--- src/rtl/cal_alarm_pkg.sv ---
// Package: shared constants for the calendar alarm comparator.
// Assumes the field order below is also the bit order of the enable vector.
package cal_alarm_pkg;

    localparam int NUM_FIELDS = 5;

    localparam int FLD_SEC  = 0;
    localparam int FLD_MIN  = 1;
    localparam int FLD_HOUR = 2;
    localparam int FLD_DOW  = 3;
    localparam int FLD_DATE = 4;

    // Larger of two widths, used to size the common compare lanes.
    function automatic int wmax(input int a, input int b);
        return (a > b) ? a : b;
    endfunction

endpackage

--- src/rtl/cal_field_cmp.sv ---
// Module: one compare lane.
// Reports a hit when the lane is disabled, or when the current value equals
// the alarm value. Assumes the inputs are already zero-extended to W bits.
module cal_field_cmp #(
    parameter int W = 6
) (
    input  logic         en,
    input  logic [W-1:0] cur,
    input  logic [W-1:0] alm,
    output logic         hit
);

    // Purpose: a masked lane always agrees; an active lane needs equality.
    always_comb begin
        hit = (!en) || (cur == alm);
    end

endmodule

--- src/rtl/cal_match_reduce.sv ---
// Module: folds the lane results into one alarm condition.
// The condition needs every lane to agree and at least one lane to be enabled,
// so an all-masked setting never fires.
module cal_match_reduce #(
    parameter int N = 5
) (
    input  logic [N-1:0] lane_hit,
    input  logic [N-1:0] lane_en,
    output logic         match
);

    // Purpose: AND of all lane hits, qualified by "any lane enabled".
    always_comb begin
        match = (&lane_hit) && (|lane_en);
    end

endmodule

--- src/rtl/cal_flag_ctrl.sv ---
// Module: edge detector plus sticky flag and interrupt gate.
// Assumes match is a synchronous level. The flag sets on a rising edge of
// match. A clear loses to a simultaneous new edge.
module cal_flag_ctrl (
    input  logic clk,
    input  logic rst_n,
    input  logic match,
    input  logic clr,
    input  logic irq_en,
    output logic flag,
    output logic irq
);

    logic match_q;
    logic rise;
    logic flag_nxt;

    // Purpose: remember last cycle's match level for edge detection.
    always_ff @(posedge clk) begin
        if (!rst_n) match_q <= 1'b0;
        else        match_q <= match;
    end

    // Purpose: next-state of the sticky flag; set has priority over clear.
    always_comb begin
        rise     = match && !match_q;
        flag_nxt = flag;
        if (clr)  flag_nxt = 1'b0;
        if (rise) flag_nxt = 1'b1;
    end

    // Purpose: hold the sticky flag.
    always_ff @(posedge clk) begin
        if (!rst_n) flag <= 1'b0;
        else        flag <= flag_nxt;
    end

    // Purpose: interrupt is the flag gated by its enable, no register.
    always_comb begin
        irq = flag && irq_en;
    end

endmodule

--- src/rtl/cal_alarm_match.sv ---
// Module: top of the masked calendar alarm comparator.
// Widens the five fields to a common lane width, compares each lane under its
// enable, reduces the lanes to one condition and drives the sticky flag.
// Assumes all inputs are synchronous to clk.
module cal_alarm_match
    import cal_alarm_pkg::*;
#(
    parameter int SEC_W  = 6,
    parameter int MIN_W  = 6,
    parameter int HOUR_W = 5,
    parameter int DOW_W  = 3,
    parameter int DATE_W = 5
) (
    input  logic                  clk,
    input  logic                  rst_n,
    input  logic [SEC_W-1:0]      cur_sec,
    input  logic [MIN_W-1:0]      cur_min,
    input  logic [HOUR_W-1:0]     cur_hour,
    input  logic [DOW_W-1:0]      cur_dow,
    input  logic [DATE_W-1:0]     cur_date,
    input  logic [SEC_W-1:0]      alm_sec,
    input  logic [MIN_W-1:0]      alm_min,
    input  logic [HOUR_W-1:0]     alm_hour,
    input  logic [DOW_W-1:0]      alm_dow,
    input  logic [DATE_W-1:0]     alm_date,
    input  logic [NUM_FIELDS-1:0] field_en,
    input  logic                  irq_en,
    input  logic                  flag_clr,
    output logic                  alarm_flag,
    output logic                  alarm_irq
);

    localparam int LANE_W = wmax(wmax(wmax(SEC_W, MIN_W), wmax(HOUR_W, DOW_W)), DATE_W);

    logic [LANE_W-1:0]     cur_lane [NUM_FIELDS];
    logic [LANE_W-1:0]     alm_lane [NUM_FIELDS];
    logic [NUM_FIELDS-1:0] lane_hit;
    logic                  match_all;

    // Purpose: zero-extend each field into its lane slot.
    always_comb begin
        cur_lane[FLD_SEC]  = LANE_W'(cur_sec);
        cur_lane[FLD_MIN]  = LANE_W'(cur_min);
        cur_lane[FLD_HOUR] = LANE_W'(cur_hour);
        cur_lane[FLD_DOW]  = LANE_W'(cur_dow);
        cur_lane[FLD_DATE] = LANE_W'(cur_date);
        alm_lane[FLD_SEC]  = LANE_W'(alm_sec);
        alm_lane[FLD_MIN]  = LANE_W'(alm_min);
        alm_lane[FLD_HOUR] = LANE_W'(alm_hour);
        alm_lane[FLD_DOW]  = LANE_W'(alm_dow);
        alm_lane[FLD_DATE] = LANE_W'(alm_date);
    end

    for (genvar g = 0; g < NUM_FIELDS; g++) begin : g_lane
        cal_field_cmp #(
            .W (LANE_W)
        ) u_cmp (
            .en  (field_en[g]),
            .cur (cur_lane[g]),
            .alm (alm_lane[g]),
            .hit (lane_hit[g])
        );
    end

    cal_match_reduce #(
        .N (NUM_FIELDS)
    ) u_reduce (
        .lane_hit (lane_hit),
        .lane_en  (field_en),
        .match    (match_all)
    );

    cal_flag_ctrl u_flag (
        .clk    (clk),
        .rst_n  (rst_n),
        .match  (match_all),
        .clr    (flag_clr),
        .irq_en (irq_en),
        .flag   (alarm_flag),
        .irq    (alarm_irq)
    );

endmodule

--- config.mk ---
export PLATFORM = sky130hd
export DESIGN_NAME = cal_alarm_match
export DESIGN_NICKNAME = d
export VERILOG_FILES = /design/src/rtl/cal_alarm_pkg.sv /design/src/rtl/cal_field_cmp.sv /design/src/rtl/cal_match_reduce.sv /design/src/rtl/cal_flag_ctrl.sv /design/src/rtl/cal_alarm_match.sv
export SDC_FILE = /design/constraint.sdc
export NUM_CORES = 1
export LEC_CHECK = 0
export CORE_MARGIN = 1.5
export CORE_UTILIZATION = 25
export DETAILED_ROUTE_END_ITERATION = 8
export PLACE_DENSITY = 0.88
export SYNTH_ARGS = -nofsm -noshare
export SYNTH_HDL_FRONTEND = slang
export SYNTH_HIERARCHICAL = 1
export SYNTH_SLANG_ARGS = --single-unit
--- constraint.sdc ---
create_clock -name clk -period 1.8 [get_ports clk]
set_clock_uncertainty 0.15 [all_clocks]
set_input_delay 0.36 -clock clk [delete_from_list [all_inputs] [get_ports clk]]
set_output_delay 0.36 -clock clk [all_outputs]
set_load 0.01 [all_outputs]
==> flow_summary.json <==
{
  "synth.most_common_cell": "xnor2_1",
  "numPortBuffers": 60,
  "r2r_cells": 2,
  "yosys.cell_types.count": 12,
  "vias_per_cell": 4.171,
  "worstSetupStartpointType": "input port",
  "crit_chain": "clkdlybuf4s50_1, xor2_1, o31ai_2, and4_1, o211a_1, nand2b_1, a21boi_2",
  "synth_cells": 51,
  "die_h_um": 46.03,
  "synth_ff_type": "dfxtp_1",
  "cts-root-buf": "clkbuf_4",
  "cts_sinks": 2,
  "grt_pass1_wl_um": 2497,
  "grt_remaining_overflow": 0,
  "coreArea_um2": 1727,
  "nets": 188,
  "leakage_nw": 0.5930,
  "cap_violations": 0,
  "synth_area_um2": 462.9,
  "drtIter0Drc": 2,
  "period_needed_ns": 1.729,
  "grt_max_degree": 4,
  "antenna_left": 0,
  "synthTopCellsByArea": "xnor2_1 (38%), xor2_1 (19%), o31ai_2 (14%)",
  "route.detailed.drc": 0,
  "fin_crit_sh": 0.9607,
  "insertion_delay_ns": 0.23,
  "cts_inserted_buffers": 3,
  "wl_per_cell_um": 10.57,
  "slowest_stage": "clkdlybuf4s50_1",
  "final.setup.worst_slack_ns": 0.07076,
  "grt.total_usage": 0.1600,
  "outcome": "complete, no violations",
  "fin_cells": 152,
  "antenna_found_initial": 0,
  "crit_arrival_ns": 1.74,
  "synth-seq-cells": 2,
  "slowest_delay_ns": 0.42,
  "avgSynthCellArea_um2": 9.077,
  "syn_to_final_growth_pct": 151.1,
  "rrSetupSlack_ns": 1.02,
  "ctsLongestPathBuffers": 2,
  "antenna_cells": 0,
  "die_area_um2": 2119,
  "cts_max_level": 1,
  "tritoncts": "done",
  "p_per_area_nw_per_um2": 300.8,
  "synth-edff-count": 0,
  "place_congestion": 0.6774,
  "synth_top_cell_by_area": "xnor2_1",
  "yosysWarnings": 6,
  "synth_top_area_share": 0.3784,
  "clkTransAtPathRegs_ns": 0.03,
  "finalSetupViolations": 0,
  "pin_count": 61,
  "hold_viol_final": 0,
  "synth.cells.most_frequent": "xnor2_1 (20), xor2_1 (10), nand4_1 (5), o31ai_2 (5)",
  "start_util": 0.2681,
  "crit_fanout": 2,
  "seq_area_frac_synth": 0.08649,
  "die_x_um": 46.03,
  "postSynth.asyncResetShare": 0,
  "hp-class": "register to register",
  "hpwl_um": 1426,
  "grt_pass1_vias": 672,
  "required_ns": 1.81,
  "cp-end-kind": "register",
  "vias": 634,
  "rows": 15,
  "drtPass1Iterations": 3,
  "drive_gt1_frac": 0.1496,
  "crit_cells": 7,
  "hold_buffers": 0,
  "wirelength_um": 1607,
  "cp.buffers_inverters": 1,
  "dp.cells": 149,
  "crit_type": "input port to register",
  "final_max_slew_viol_count": 0,
  "post_cts_buffers": 0,
  "hold_depth": 2,
  "cp_top_family": "compound AO/OA/AOI/OAI gates",
  "ir_drop_uv": 155.8,
  "post-place-ws_ns": -0.3027,
  "nFillCells": 161,
  "fmax_ghz": 0.5783
}
-- logic make-up after synthesis --
group | Yosys count | synth area share
xor+xnor | 30 | 0.5676
simple gates | 11 | 0.1568
compound gates | 7 | 0.1811
flops | 2 | 0.08649
other cells | 1 | 0.008100
-- registers in the layout (all words and copies together), names as in the netlist --
name	cells
u_flag/flag	1
u_flag/match_q	1
-- stage by stage --
| step | power, mW | utilization | TNS [ns] | instance area [um2] | hold WS (ns) |
|---|---|---|---|---|---|
| 3_3_place_gp | 0.2678 | 0.6710 | -0.5409 | 1159 | 0.3302 |
| 4_1_cts | 0.3595 | 0.6630 | 0 | 1145 | 0.3450 |
| 6_report | 0.3497 | 0.6732 | 0 | 1162 | 0.3360 |
| 2_1_floorplan | 0.1204 | - | 0 | 496.7 | 0.3312 |
| 3_5_place_dp | 0.2722 | 0.6710 | -0.6827 | 1159 | 0.3350 |
| 5_1_grt | 0.3755 | 0.6732 | -0.009163 | 1162 | 0.3616 |
-- final cells by class --
| type | instances | area, um2 | area share |
|---|---|---|---|
| sequential | 2 | 40.04 | 0.03445 |
| clock buffer | 3 | 22.52 | 0.01938 |
| timing repair buffer | 64 | 611.8 | 0.5264 |
| tap | 25 | 31.28 | 0.02691 |
| multi-input combinational | 58 | 456.7 | 0.3929 |
-- cells in the final DEF (no fill, tap or decap) --
cell,count
xnor2_1,20
clkdlybuf4s50_1,19
dlygate4sd2_1,15
dlymetal6s2s_1,12
xor2_1,10
conb_1,10
clkdlybuf4s15_1,8
clkbuf_2,6
nand4_1,5
o31ai_2,5
buf_4,4
clkbuf_4,3
and2_1,2
nand2b_1,2
dfxtp_1,2
a21boi_2,1
or4_1,1
and4_1,1
o211a_1,1
-- power breakdown --
group | leakage (nW) | switching [mW] | internal (mW)
clock | 0.0138 | 0.0298 | 0.0739
combinational | 0.563 | 0.0641 | 0.136
sequential | 0.0162 | 0.000305 | 0.0453
total | 0.593 | 0.0942 | 0.255
-- worst reg2reg max path: stages (launching register included) --
cell and delay, ns:
dfxtp_1 0.29, nand2b_1 0.14, a21boi_2 0.12
-- path summary, 6_finish.rpt --
check                  from     endpoint
max              cur_min[2]  u_flag/flag
min             u_flag/flag  u_flag/flag
max reg2reg  u_flag/match_q  u_flag/flag
min reg2reg     u_flag/flag  u_flag/flag
-- timing repair --
item,CTS,global route
gates resized for setup,29,32
endpoints found under the setup margin,3,1
pin swaps,24,26
hold endpoints to repair,0,0
-- routing by layer --
metal | vias to the layer above | global-route usage | wire length [um] | share of wire
li1 | 323 | - | - | -
met1 | 274 | 0.1402 | 481 | 0.30
met4 | 0 | 0.01714 | 0 | 0
met2 | 37 | 0.3389 | 912 | 0.57
met5 | - | 0 | 0 | 0
met3 | 0 | 0.05952 | 212 | 0.13
Note: power is estimated with default switching activity, not from simulation.
